--- config.mk ---
export PLATFORM = sky130hd
export DESIGN_NAME = tmr_capture_unit
export DESIGN_NICKNAME = d
export VERILOG_FILES = /design/src/rtl/cap_pkg.sv /design/src/rtl/cap_sync.sv /design/src/rtl/cap_noise_filter.sv /design/src/rtl/cap_edge_detect.sv /design/src/rtl/tmr_capture_unit.sv
export SDC_FILE = /design/constraint.sdc
export NUM_CORES = 1
export LEC_CHECK = 0
export CORE_ASPECT_RATIO = 0.75
export CORE_UTILIZATION = 47
export DETAILED_ROUTE_END_ITERATION = 16
export GPL_ROUTABILITY_DRIVEN = 0
export PLACE_DENSITY = 0.83
export SLEW_MARGIN = 20
export SYNTH_ARGS = -nofsm -noshare
export SYNTH_HDL_FRONTEND = slang
export SYNTH_SLANG_ARGS = --single-unit
--- constraint.sdc ---
create_clock -name clk -period 1.65 [get_ports clk]
set_input_delay 0.33 -clock clk [delete_from_list [all_inputs] [get_ports clk]]
set_output_delay 0.33 -clock clk [all_outputs]
set_load 0.005 [all_outputs]
--- src/rtl/cap_pkg.sv ---
package cap_pkg;
  localparam int BYTE_W = 8;
  localparam int WORD_W = 2 * BYTE_W;

  typedef enum logic {
    TRIG_PIN = 1'b0,
    TRIG_CMP = 1'b1
  } trig_src_e;

  function automatic logic pick_trig(input trig_src_e sel, input logic pin, input logic cmp);
    return (sel == TRIG_CMP) ? cmp : pin;
  endfunction
endpackage

--- src/rtl/cap_sync.sv ---
module cap_sync #(
  parameter int STAGES = 2
) (
  input  logic clk,
  input  logic rst_n,
  input  logic din,
  output logic dout
);
  logic [STAGES-1:0] sr_q;

  always_ff @(posedge clk or negedge rst_n) begin
    if (!rst_n) begin
      sr_q <= '0;
    end else begin
      sr_q[0] <= din;
      for (int i = 1; i < STAGES; i++) sr_q[i] <= sr_q[i-1];
    end
  end

  assign dout = sr_q[STAGES-1];
endmodule

--- src/rtl/cap_noise_filter.sv ---
module cap_noise_filter #(
  parameter int TAPS = 4
) (
  input  logic clk,
  input  logic rst_n,
  input  logic din,
  output logic dout
);
  localparam int HIST = TAPS - 1;

  logic [HIST-1:0] hist_q;
  logic            agree;
  logic            out_q;

  always_comb begin
    agree = 1'b1;
    for (int i = 0; i < HIST; i++) agree = agree & (hist_q[i] == din);
  end

  always_ff @(posedge clk or negedge rst_n) begin
    if (!rst_n) begin
      hist_q <= '0;
      out_q  <= 1'b0;
    end else begin
      hist_q[0] <= din;
      for (int i = 1; i < HIST; i++) hist_q[i] <= hist_q[i-1];
      if (agree) out_q <= din;
    end
  end

  assign dout = out_q;

  p_filt_hold_r3: assert property (@(posedge clk) disable iff (!rst_n)
    !agree |=> $stable(out_q));
  p_filt_follow_r3: assert property (@(posedge clk) disable iff (!rst_n)
    agree |=> (out_q == $past(din)));
endmodule

--- src/rtl/cap_edge_detect.sv ---
module cap_edge_detect (
  input  logic clk,
  input  logic rst_n,
  input  logic din,
  input  logic rise_sel,
  input  logic enable,
  output logic pulse
);
  logic prev_q;

  always_ff @(posedge clk or negedge rst_n) begin
    if (!rst_n) prev_q <= 1'b0;
    else        prev_q <= din;
  end

  assign pulse = enable & (rise_sel ? (din & ~prev_q) : (~din & prev_q));

  p_no_back_to_back_r10: assert property (@(posedge clk) disable iff (!rst_n)
    (pulse && rise_sel) |=> !(pulse && rise_sel));
  p_disabled_quiet_r5: assert property (@(posedge clk) disable iff (!rst_n)
    !enable |-> !pulse);
endmodule

--- src/rtl/tmr_capture_unit.sv ---
module tmr_capture_unit
  import cap_pkg::*;
#(
  parameter int SYNC_STAGES = 2,
  parameter int FILT_TAPS   = 4
) (
  input  logic              clk,
  input  logic              rst_n,
  input  logic              pin_in,
  input  logic              cmp_in,
  input  logic              src_sel,
  input  logic              filt_en,
  input  logic              edge_rise,
  input  logic              top_mode,
  input  logic [WORD_W-1:0] timer_count,
  input  logic              bus_rd,
  input  logic              bus_wr,
  input  logic              bus_hi,
  input  logic [BYTE_W-1:0] bus_wdata,
  output logic [BYTE_W-1:0] bus_rdata,
  input  logic              flag_clr,
  output logic              cap_flag,
  output logic [WORD_W-1:0] cap_value
);
  logic trig_raw, trig_s, trig_f, det_in, cap_event;
  logic wr_lo, wr_hi, rd_lo;
  logic [WORD_W-1:0] cap_q;
  logic [BYTE_W-1:0] hold_q;
  logic              flag_q;

  assign trig_raw = pick_trig(trig_src_e'(src_sel), pin_in, cmp_in);

  cap_sync #(.STAGES(SYNC_STAGES)) u_sync (
    .clk(clk), .rst_n(rst_n), .din(trig_raw), .dout(trig_s)
  );

  generate
    if (FILT_TAPS > 1) begin : g_filt
      cap_noise_filter #(.TAPS(FILT_TAPS)) u_filt (
        .clk(clk), .rst_n(rst_n), .din(trig_s), .dout(trig_f)
      );
    end else begin : g_nofilt
      assign trig_f = trig_s;
    end
  endgenerate

  assign det_in = filt_en ? trig_f : trig_s;

  cap_edge_detect u_edge (
    .clk(clk), .rst_n(rst_n), .din(det_in), .rise_sel(edge_rise),
    .enable(~top_mode), .pulse(cap_event)
  );

  assign wr_lo = bus_wr & ~bus_hi;
  assign wr_hi = bus_wr &  bus_hi;
  assign rd_lo = bus_rd & ~bus_hi;

  always_ff @(posedge clk or negedge rst_n) begin
    if (!rst_n) begin
      cap_q  <= '0;
      hold_q <= '0;
      flag_q <= 1'b0;
    end else begin
      if (cap_event)            cap_q <= timer_count;
      else if (wr_lo && top_mode) cap_q <= {hold_q, bus_wdata};

      if (wr_hi)      hold_q <= bus_wdata;
      else if (rd_lo) hold_q <= cap_q[WORD_W-1:BYTE_W];

      if (cap_event)     flag_q <= 1'b1;
      else if (flag_clr) flag_q <= 1'b0;
    end
  end

  always_comb begin
    bus_rdata = '0;
    if (bus_rd) bus_rdata = bus_hi ? hold_q : cap_q[BYTE_W-1:0];
  end

  assign cap_flag  = flag_q;
  assign cap_value = cap_q;

  p_capture_value_r2: assert property (@(posedge clk) disable iff (!rst_n)
    cap_event |=> (cap_q == $past(timer_count)));
  p_flag_set_r8: assert property (@(posedge clk) disable iff (!rst_n)
    cap_event |=> flag_q);
  p_flag_clear_r8: assert property (@(posedge clk) disable iff (!rst_n)
    (flag_clr && !cap_event) |=> !flag_q);
  p_top_no_capture_r5: assert property (@(posedge clk) disable iff (!rst_n)
    (top_mode && !wr_lo) |=> $stable(cap_q));
  p_write_blocked_r6: assert property (@(posedge clk) disable iff (!rst_n)
    (!top_mode && !cap_event) |=> $stable(cap_q));
endmodule

* Word-level counts from Yosys, hierarchy flattened
Index checks and enable logic that the tools add are counted.
Cells by class: add/subtract/negate cells 0, multipliers 0, div/mod/pow operators 0, $lt $le $gt $ge 0, equality and inequality tests 3, shift operators 0, muxes and demuxes 11, bitwise logic cells 12, reductions and logical operators 4
Operators by type and width (number):
- $mux 16 | 2
- $mux 8 | 4
- $and 1x1->1 | 8
- $reduce_bool 2->1 | 3
- $mux 1 | 5
- $not 1->1 | 4
- $eq 1x1->1 | 3
- $logic_and 1x1->1 | 1
Word-level totals: bits in registers 32, bits in latches 0, bits in writable memories 0, bits in read-only memories 0, input port bits 36, output and inout bits 25, word-level logic and storage cells 37, memories 0

* Logic depth before layout (Yosys ltp)
Gate-level depths: netlist of the first run.
word-level depth 6, mapped depth 6, gate-level depth less buffers 3

* Modules after synthesis
Synthesis of the first run repeated with hierarchy kept, for this count alone.
Unflattened totals: cells, all modules 125, area total of the unflattened synthesis 1749.2 um^2
Modules (own cells, without submodules):
- tmr_capture_unit | instances 1, cells each 112, area each 1524.0 um^2, seq. area each 625.6 um^2
- cap_noise_filter | instances 1, cells each 7, area each 126.4 um^2, seq. area each 100.1 um^2
- cap_sync | instances 1, cells each 2, area each 50.0 um^2, seq. area each 50.0 um^2
- cap_edge_detect | instances 1, cells each 4, area each 48.8 um^2, seq. area each 25.0 um^2

* Worst setup path after synthesis of the first run
No wires, ideal clock.
path kind reg2reg, start point register g_filt.u_filt.out_q (netlist: g_filt.u_filt.dout), end point register flag_q (netlist: cap_flag), library setup time 118 ps, arrival time 1327 ps, data required time 1532 ps, slack 205 ps, stages on the path, launching flop included 6, buffers on the path 2, clock period less this slack 1445 ps, cell sequence dfrtp_1 -> mux2i_1 -> buf_6 -> mux2_4 -> buf_6 -> a21o_1
On the way: cells in the longest elaborated chain, start to end 6, elaborated cells on any way between the ends 8, classes of those cells mux (3); bitwise (4); reduce/logical (1)
Ends and longest elaborated chain:
- start: declaration | line cap_noise_filter.sv:13 | logic out_q;
- start signal: assignment | line cap_noise_filter.sv:27 | if (agree) out_q <= din;
- $mux 1 (*) | line tmr_capture_unit.sv:47 | assign det_in = filt_en ? trig_f : trig_s;
- $not 1->1 | line cap_edge_detect.sv:16 | assign pulse = enable & (rise_sel ? (din & ~prev_q) : (~din & prev_q));
- $and 1x1->1 | line cap_edge_detect.sv:16
- $mux 1 (*) | line cap_edge_detect.sv:16
- $and 1x1->1 (*) | line cap_edge_detect.sv:16
- $mux 1 or $reduce_bool 2->1 (tied branches)
- end signal: assignment | line tmr_capture_unit.sv:62 | flag_q <= 1'b0;
- end signal: assignment | line tmr_capture_unit.sv:70 | if (cap_event) flag_q <= 1'b1;
- end signal: assignment | line tmr_capture_unit.sv:71 | else if (flag_clr) flag_q <= 1'b0;
- end: declaration | line tmr_capture_unit.sv:29 | logic flag_q;
Mark *: on every way between the ends. The rest lies on a longest branch, timed or not. A chain may end at the register's enable or synchronous reset.

* Worst setup path after layout of the first run
start point input bus_hi, end point output bus_rdata[0]
On the way: cells in the longest elaborated chain, start to end 2
Ends and longest elaborated chain:
- start: declaration | line tmr_capture_unit.sv:18 | input logic bus_hi,
- $mux 8 (2 in series) | line tmr_capture_unit.sv:77 | if (bus_rd) bus_rdata = bus_hi ? hold_q : cap_q[BYTE_W-1:0];
- end: declaration | line tmr_capture_unit.sv:20 | output logic [BYTE_W-1:0] bus_rdata,
No other way between the ends.

==> flow_summary.toml, run 1 <==
[status]
status = "finished clean"

[cts]
clockBufferDepth = 2
clock-root-buffer = "clkbuf_8"
h-tree-depth = 2
cts_sinks = 32
clkTransAtPathRegs_ns = 0.07
clock_latency_ns = 0.29
cts_hold_buf = 0
cts_tree = "built"
cts_buffers = 5

[final_layout]
multi_input_area_um2 = 1170
fin_util_pct = 72.8
fin_cells = 332
fillCellCount = 308
area_growth_pct = 46.1
drive_gt1_share_pct = 19.5
antenna_cells = 0
regArea_um2 = 801
nNetsFinal = 312
final_area_um2 = 2990

[setup_path]
r2r_cells = 4
worst_ep_arrival_time_ns = 1.23
setup.worst_path.end_class = "output port"
r2r_slack_ns = 0.17
r2r-start = "g_filt.u_filt.dout"
r2r-end = "cap_value[3]"
critPathKind = "primary input to output port"
required_ns = 1.32
start_kind = "primary input"
crit_fanout = 5

[sta]
fin_skew_ns = 0.00908
min_period_ns = 1.56
finalMaxSlewViolations = 0
setup_ws_ns = 0.0859
relSlewSlack_pct = 73.8
fmax_mhz = 639
tightest_slew_ns = 0.392
final-hold-violation-count = 0
period_share_pct = 94.8
setup_viol = 0
rsz0062_at_grt = "false"

[worst_hold_path]
hold_class = "register to register"
hold_end = "u_sync.sr_q[1]"
hold_start = "u_sync.sr_q[0]"
holdPathStages = 0

[synthesis]
synth.most_common_cell = "nand2_1"
yosys_warnings = 0
async_flop_share_pct = 100
synth_nets = 242
ys_ff_latch = 32
synth_common_cells = "33 x nand2_1, 32 x dfrtp_1, 32 x nor4bb_1"
ys_seq_area_share_pct = 39.1
synth_top_area_cell = "dfrtp_1"
postSynthAreaPerCell_um2 = 9.93
syn_inst = 206
netlist_area_um2 = 2050
synth_edf_count = 0
yosysTopAreaCellShare_pct = 39.1
synthTopCellsByArea = "dfrtp_1 39%, nor4bb_1 16%, mux2i_1 13%"
ys_types = 25
synth_ff_type = "dfrtp_1"

[detailed_routing]
ant_nets = 0
via_per_inst = 5.75
routed_wl_mm = 5.79
wl_per_cell_um = 17.4
drc = 0
firstDrtPassIters = 4
drt_iter0_drc = 148
vias = 1909

[die]
num_io_pins = 61
die_w_um = 78.2
die_h_um = 59.1
dieArea_um2 = 4620
rows = 20
start_util_pct = 49.8
core_um2 = 4100

[placement]
dp_slack_ns = -0.400
port_buffers = 60
dpl_cell_area_um2 = 2820
hpwl_mm = 4.10
dp_cells = 321

[pwr]
ir_drop_uv = 492
totalPowerFinal_w = 0.00278
p_leak_nw = 1.35
power.density_nw_per_um2 = 932

[grt]
grt_usage_pct = 27.2
grt_max_degree = 33
antenna_found_initial = 0
grt_pass1_wl_mm = 9.31
grt_pass1_vias = 1827
grt_overflow = 0

[job]
max-cap-violations = 0
-- cell usage in the layout (no fill, tap or decap), types with 2 or more instances in the layout --
| cell type | instances |
|---|---|
| a21oi_1 | 9 |
| buf_12 | 4 |
| buf_2 | 3 |
| buf_4 | 17 |
| buf_6 | 2 |
| clkbuf_8 | 5 |
| clkdlybuf4s50_1 | 49 |
| dfrtp_1 | 32 |
| dlygate4sd2_1 | 7 |
| inv_1 | 9 |
| mux2i_1 | 20 |
| mux2i_2 | 5 |
| nand2_1 | 33 |
| nor2b_1 | 9 |
| nor3b_1 | 2 |
| nor4bb_1 | 29 |
| nor4bb_2 | 3 |
| o211ai_1 | 7 |
| o211ai_2 | 9 |
| o22ai_1 | 7 |
-- layout make-up --
cell class / instances / share of cell area [%]
Clock buffer: 6 / 2.43
Inverter: 9 / 1.13
Tap cell: 55 / 2.30
Timing Repair Buffer: 83 / 27.1
Multi-Input combinational cell: 145 / 39.1
Sequential cell: 32 / 26.8
Clock inverter: 2 / 1.17
-- kinds of logic (layout without fill, tap and decap cells) --
group | Yosys count | count (layout) | synth area share (%)
compound gates | 35 | 35 | 13.5
buf+inv | 29 | 100 | 6.30
flops | 32 | 32 | 39.1
mux | 28 | 28 | 14.0
simple gates | 82 | 82 | 27.1
-- layer usage --
layer / vias up / GRT usage [%] / routed length [µm]
li1: 892 / - / -
met4: 0 / 7.67 / 70
met3: 10 / 6.31 / 411
met1: 922 / 37.2 / 2550
met2: 85 / 43.9 / 2760
met5: - / 0 / 0
-- timing repair --
action / 4_1_cts / 5_1_grt
gates resized for setup: 22 / 10
pin swaps: 0 / 1
setup buffers: 3 / 0
endpoints found under the hold margin: 0 / 0
setup endpoints to repair: 9 / 7
-- how the worst max path moves through the flow --
stage	from	to	slack [ns]
after floorplan	g_filt.u_filt.dout	cap_flag	0.21
after global placement	bus_hi	bus_rdata[4]	-0.38
after detailed placement	bus_hi	bus_rdata[7]	-0.40
after CTS	filt_en	cap_value[3]	0.004
after global routing	bus_hi	bus_rdata[0]	0.01
final	bus_hi	bus_rdata[0]	0.09
-- sequential cells by signal, summed over array words and instances, names as in the netlist --
name,cells
g_filt.u_filt.dout,1
u_sync.sr_q,2
hold_q,8
cap_flag,1
cap_value,16
u_edge.prev_q,1
g_filt.u_filt.hist_q,3
-- power breakdown --
part	switching, W	internal [W]
combinational	0.000377	0.000566
sequential	0.000156	0.000948
clock	0.000291	0.000448
total	0.000823	0.00196
-- stage by stage --
step	TNS, ns	hold WS (ns)
6_report	0	0.374
5_1_grt	0	0.383
3_3_place_gp	-7.23	0.335
4_1_cts	0	0.373
3_5_place_dp	-7.72	0.358
2_1_floorplan	0	0.0344
-- worst max-delay path, cell delays in order --
cell	delay [ns]
dlygate4sd2_1	0.25
buf_6	0.14
mux2i_1	0.20
nor2b_1	0.06
dlygate4sd2_1	0.26
No activity file was read; power rests on OpenSTA's default activity.
==> run 2, diff against run 1 <==
--- a/config.mk
+++ b/config.mk
@@ -6,10 +6,10 @@
 export NUM_CORES = 1
 export LEC_CHECK = 0
 export CORE_ASPECT_RATIO = 0.75
-export CORE_UTILIZATION = 47
+export CORE_UTILIZATION = 51
 export DETAILED_ROUTE_END_ITERATION = 16
 export GPL_ROUTABILITY_DRIVEN = 0
-export PLACE_DENSITY = 0.83
+export PLACE_DENSITY = 0.89
 export SLEW_MARGIN = 20
 export SYNTH_ARGS = -nofsm -noshare
 export SYNTH_HDL_FRONTEND = slang
==> constraint.sdc (replaced) <==
create_clock -name clk -period 1.9 [get_ports clk]
set_input_delay 0.38 -clock clk [delete_from_list [all_inputs] [get_ports clk]]
set_output_delay 0.38 -clock clk [all_outputs]
set_load 0.005 [all_outputs]
==> run 2 against run 1 <==
Clock skew is 0.0043 ns lower. Cell area is 3.1% lower. Die area is 7.6% lower. Power is 20% lower. Setup slack better by 0.054 ns. Global-route usage is 0.42 points higher. First-iteration DRC count is 21% higher. Sequential share of layout area is 0.87 points higher. Sequential power is 14% lower. Hold slack worse by 0.022 ns. Clock power is 35% lower. Critical path depth is 1 higher. Critical path type unchanged. Largest power group unchanged.
==> flow_summary.toml, run 2 (synthesized netlist as in run 1, its figures left out) <==
[cts]
cts_buffers = 5
clock-root-buffer = "clkbuf_8"
cts_tree = "built"
cts_sinks = 32
cts_hold_buf = 0
h-tree-depth = 2
clock_latency_ns = 0.28
clockBufferDepth = 2
clkTransAtPathRegs_ns = 0.06

[die]
dieArea_um2 = 4270
start_util_pct = 54.5
die_w_um = 75.1
rows = 19
core_um2 = 3760
num_io_pins = 61
die_h_um = 56.9

[final_layout]
final_area_um2 = 2890
multi_input_area_um2 = 1120
fillCellCount = 276
fin_util_pct = 77.0
drive_gt1_share_pct = 14.2
most-common-layout-cells = "50 x clkdlybuf4s50_1, 33 x nand2_1, 32 x nor4bb_1, 32 x dfrtp_1, 25 x mux2i_1"
regArea_um2 = 801
largest_reg_flops = 16
area_growth_pct = 41.5
fin_cells = 326
nNetsFinal = 310
final_common_cell = "clkdlybuf4s50_1"
antenna_cells = 0

[pwr]
p_leak_nw = 1.38
power.density_nw_per_um2 = 770
ir_drop_uv = 388

[sta]
final-hold-violation-count = 0
rsz0062_at_grt = "false"
setup_viol = 0
whs_ns = 0.351
min_period_ns = 1.76
tightest_slew_ns = 0.624
final.setup.tns_ns = 0
fin_skew_ns = 0.00483
period_share_pct = 92.6
fmax_mhz = 568
finalMaxSlewViolations = 0
relSlewSlack_pct = 58.4

[placement]
hpwl_mm = 3.99
dp_cells = 317
dpl_cell_area_um2 = 2790
port_buffers = 60

[detailed_routing]
drc = 0
drt_iter0_drc = 179
firstDrtPassIters = 5
ant_nets = 0
wl_per_cell_um = 16.4
routed_wl_mm = 5.35
via_per_inst = 5.76
vias = 1877

[grt]
grt_pass1_vias = 1830
grt_overflow = 0
grt_pass1_wl_mm = 8.56
antenna_found_initial = 0
grt_usage_pct = 27.7
grt_max_degree = 33

[setup_path]
worst_path_largest_cell_delay_ns = 0.26
cpMostUsedCell = "dlygate4sd2_1"
critPathSlowestCell = "dlygate4sd2_1"
start_kind = "primary input"
worst_ep_arrival_time_ns = 1.38
required_ns = 1.52
crit_fanout = 5
cp_num_buf_inv = 4
path_cells = "dlygate4sd2_1, buf_6, buf_4, mux2i_1, nor2b_1, dlygate4sd2_1"
setup.worst_path.end_class = "output port"
critical-path-top-delay-family = "buffers and inverters"
critPathKind = "primary input to output port"

[status]
status = "finished clean"

[job]
max-cap-violations = 0

[worst_hold_path]
hold_class = "register to register"
-- run 2: cell types whose count changed in the layout (fill, tap and decap cells not counted) --
cell,change
and3b_1,+1
and3b_2,-1
buf_12,-2
buf_2,-3
bufinv_16,-1
clkdlybuf4s50_1,+1
dlygate4sd2_1,-2
dlymetal6s2s_1,+4
mux2i_1,+5
mux2i_2,-4
mux2i_4,-1
nor4bb_1,+3
nor4bb_2,-3
-- run 2: report_power, final --
| part | leakage (nW) | total (W) | internal, W | switching [W] |
|---|---|---|---|---|
| clock network | 0.0410 | 0.000483 | 0.000248 | 0.000235 |
| logic | 0.957 | 0.000799 | 0.000485 | 0.000314 |
| registers | 0.386 | 0.000945 | 0.000823 | 0.000122 |
| total | 1.38 | 0.00223 | 0.00156 | 0.000671 |
-- run 2: layer usage --
metal	track usage, %	up-vias	wire length [µm]
met3	6.10	7	366
met2	42.3	82	2500
met5	0	-	0
li1	-	891	-
met4	11.1	0	73
met1	37.8	897	2410
-- run 2: timing repair --
action	4_1_cts	5_1_grt
resized for setup	7	5
setup endpoints to repair	8	5
buffers inserted	2	0
-- run 2: layout make-up --
cell class	instances	area share [%]
repair buffers	81	27.5
clock inverters	1	0.173
flip-flops and latches	32	27.7
inverters	9	1.17
well taps	52	2.25
clock buffers	6	2.51
multi-input cells	145	38.7
-- run 2: path summary, 6_finish.rpt --
path | from | to | slack (ns) | cells past startpoint
worst max-delay path | bus_hi | bus_rdata[4] | 0.14 | 6
worst min-delay path | u_sync.sr_q[0] | u_sync.sr_q[1] | 0.35 | 0
worst max register to register | g_filt.u_filt.dout | cap_value[5] | 0.40 | 4
worst min register to register | u_sync.sr_q[0] | u_sync.sr_q[1] | 0.35 | 0
max in group asynchronous | rst_n | hold_q[4] | 1.11 | 2
min in group asynchronous | rst_n | u_sync.sr_q[0] | 0.50 | 2
-- run 2: worst reg2reg max path, delay by kind of cell (launching register included) --
family,cells,cell delay (ns)
multiplexers,2,0.59
flip-flops,1,0.41
AO/OA/AOI/OAI,1,0.23
buffers and inverters,1,0.18
-- run 2: stage by stage --
| stage | total power (W) | worst slack, ns |
|---|---|---|
| 2_1_floorplan | 0.00130 | 0.412 |
| 3_3_place_gp | 0.00173 | -0.225 |
| 3_5_place_dp | 0.00176 | -0.260 |
| 4_1_cts | 0.00224 | 0.00389 |
| 5_1_grt | 0.00236 | 0.0814 |
| 6_report | 0.00223 | 0.140 |
==> run 3, diff against run 2 <==
--- a/config.mk
+++ b/config.mk
@@ -10,6 +10,7 @@
 export DETAILED_ROUTE_END_ITERATION = 16
 export GPL_ROUTABILITY_DRIVEN = 0
 export PLACE_DENSITY = 0.89
+export SKIP_CTS_REPAIR_TIMING = 1
 export SLEW_MARGIN = 20
 export SYNTH_ARGS = -nofsm -noshare
 export SYNTH_HDL_FRONTEND = slang
==> run 3 against run 2 <==
The run now ends with setup timing left. Count of clock-buffer cells in the layout stayed put. Hold slack hardly changed. Critical path depth is 1 lower. Die area stayed put. Clock power hardly changed. Critical endpoint is now bus_rdata[0].
==> flow_summary.toml, run 3 (synthesized netlist as in run 1, its figures left out) <==
[die]
dieArea_um2 = 4270
rows = 19
start_util_pct = 54.5
die_w_um = 75.1
die_h_um = 56.9
core_um2 = 3760
num_io_pins = 61

[job]
max-cap-violations = 0

[pwr]
p_leak_nw = 1.32
ir_drop_uv = 388
power.density_nw_per_um2 = 779

[worst_hold_path]
hold_class = "register to register"
hold_start = "u_sync.sr_q[0]"
holdPathStages = 0
hold_end = "u_sync.sr_q[1]"

[sta]
rsz0062_at_grt = "true"
relSlewSlack_pct = 60.5
final-hold-violation-count = 0
tightest_slew_ns = 0.592
min_period_ns = 2.15
period_share_pct = 113
finalMaxSlewViolations = 0
setup_ws_ns = -0.255
fin_skew_ns = 0.00306
setup_viol = 6
fmax_mhz = 464
final.setup.tns_ns = -1.32

[setup_path]
r2r-end = "cap_value[5]"
r2r_cells = 4
setup.worst_path.end_class = "output port"
worst_ep_arrival_time_ns = 1.77
critPathKind = "primary input to output port"
r2r_slack_ns = 0.40
r2r-start = "g_filt.u_filt.dout"
required_ns = 1.52
start_kind = "primary input"
worst_path_largest_cell_delay_ns = 0.51
cpMostUsedCell = "clkdlybuf4s50_1"
critical-path-top-delay-family = "buffers and inverters"
cp_num_buf_inv = 3
crit_fanout = 9
cp_num_cells = 5
path_cells = "clkdlybuf4s50_1, buf_4, mux2i_1, nor2b_1, clkdlybuf4s50_1"
critPathSlowestCell = "clkdlybuf4s50_1"

[grt]
grt_pass1_vias = 1810
grt_usage_pct = 27.5
grt_max_degree = 33
grt_pass1_wl_mm = 8.51
grt_overflow = 0
antenna_found_initial = 0

[status]
status = "complete, but fails checks"
violations = "setup timing"

[cts]
cts_sinks = 32
clock-root-buffer = "clkbuf_8"
clkTransAtPathRegs_ns = 0.06
clockBufferDepth = 2
clock_latency_ns = 0.28
cts_buffers = 5
h-tree-depth = 2
cts_tree = "built"

[final_layout]
nNetsFinal = 308
drive_gt1_share_pct = 13.6
largest_reg_flops = 16
fin_util_pct = 76.5
most-common-layout-cells = "57 x clkdlybuf4s50_1, 33 x nand2_1, 32 x nor4bb_1, 32 x dfrtp_1, 25 x mux2i_1"
area_growth_pct = 40.4
antenna_cells = 0
final_common_cell = "clkdlybuf4s50_1"
fillCellCount = 280

[placement]
port_buffers = 60
dp_slack_ns = -0.260
hpwl_mm = 3.99

[detailed_routing]
via_per_inst = 5.80
wl_per_cell_um = 16.3
vias = 1878
routed_wl_mm = 5.30
drc = 0
drt_iter0_drc = 165
ant_nets = 0
firstDrtPassIters = 4
==> run 3: cell types whose count changed in the layout (fill, tap and decap cells not counted) <==
cell | previous run | this run
buf_6 | 2 | 0
clkdlybuf4s50_1 | 50 | 57
dlygate4sd2_1 | 5 | 0
dlymetal6s2s_1 | 5 | 3
==> run 3: stage by stage <==
step,hold WS [ns],area [µm²],std cells,total power [W]
after floorplan,0.0844,2050,206,0.00130
after global placement,0.334,2790,317,0.00173
after detailed placement,0.339,2790,317,0.00176
after CTS,0.353,2870,324,0.00224
after global routing,0.368,2870,324,0.00236
final,0.352,2870,324,0.00224
==> run 3: cell type report <==
| cell class | instances | area [µm²] | area share (%) |
|---|---|---|---|
| clock inverter | 1 | 5.00 | 0.174 |
| clock buffer | 6 | 72.6 | 2.53 |
| inverter | 9 | 33.8 | 1.18 |
| sequential | 32 | 801 | 27.9 |
| multi-input combinational | 145 | 1120 | 39.0 |
| tap | 52 | 65.1 | 2.26 |
| timing repair buffer | 79 | 776 | 27.0 |
==> run 3: worst max path at each step <==
stage	endpoint	slack [ns]	start
floorplan	cap_flag	0.41	filt_en
global placement	bus_rdata[0]	-0.23	bus_hi
detailed placement	bus_rdata[0]	-0.26	bus_rd
CTS	bus_rdata[0]	-0.26	bus_rd
global route	bus_rdata[5]	-0.29	bus_hi
finish	bus_rdata[0]	-0.25	bus_hi
==> run 3: where the power goes <==
part,switching [W],internal (W),leakage (nW)
Combinational,0.000314,0.000492,0.898
Clock,0.000238,0.000248,0.0410
Sequential,0.000122,0.000823,0.386
Total,0.000674,0.00156,1.32
==> run 3: worst register-to-register path: stages, from the launching register on <==
cell and delay, ns:
dfrtp_1 0.41, mux2i_2 0.17, buf_4 0.18, mux2_4 0.42, o211ai_1 0.23
==> run 3: routing by layer <==
| layer | vias to the layer above | track usage (%) | wire [µm] |
|---|---|---|---|
| li1 | 883 | - | - |
| met1 | 902 | 37.9 | 2390 |
| met2 | 86 | 42.0 | 2450 |
| met3 | 7 | 5.92 | 379 |
| met4 | 0 | 10.6 | 72 |
| met5 | - | 0 | 0 |
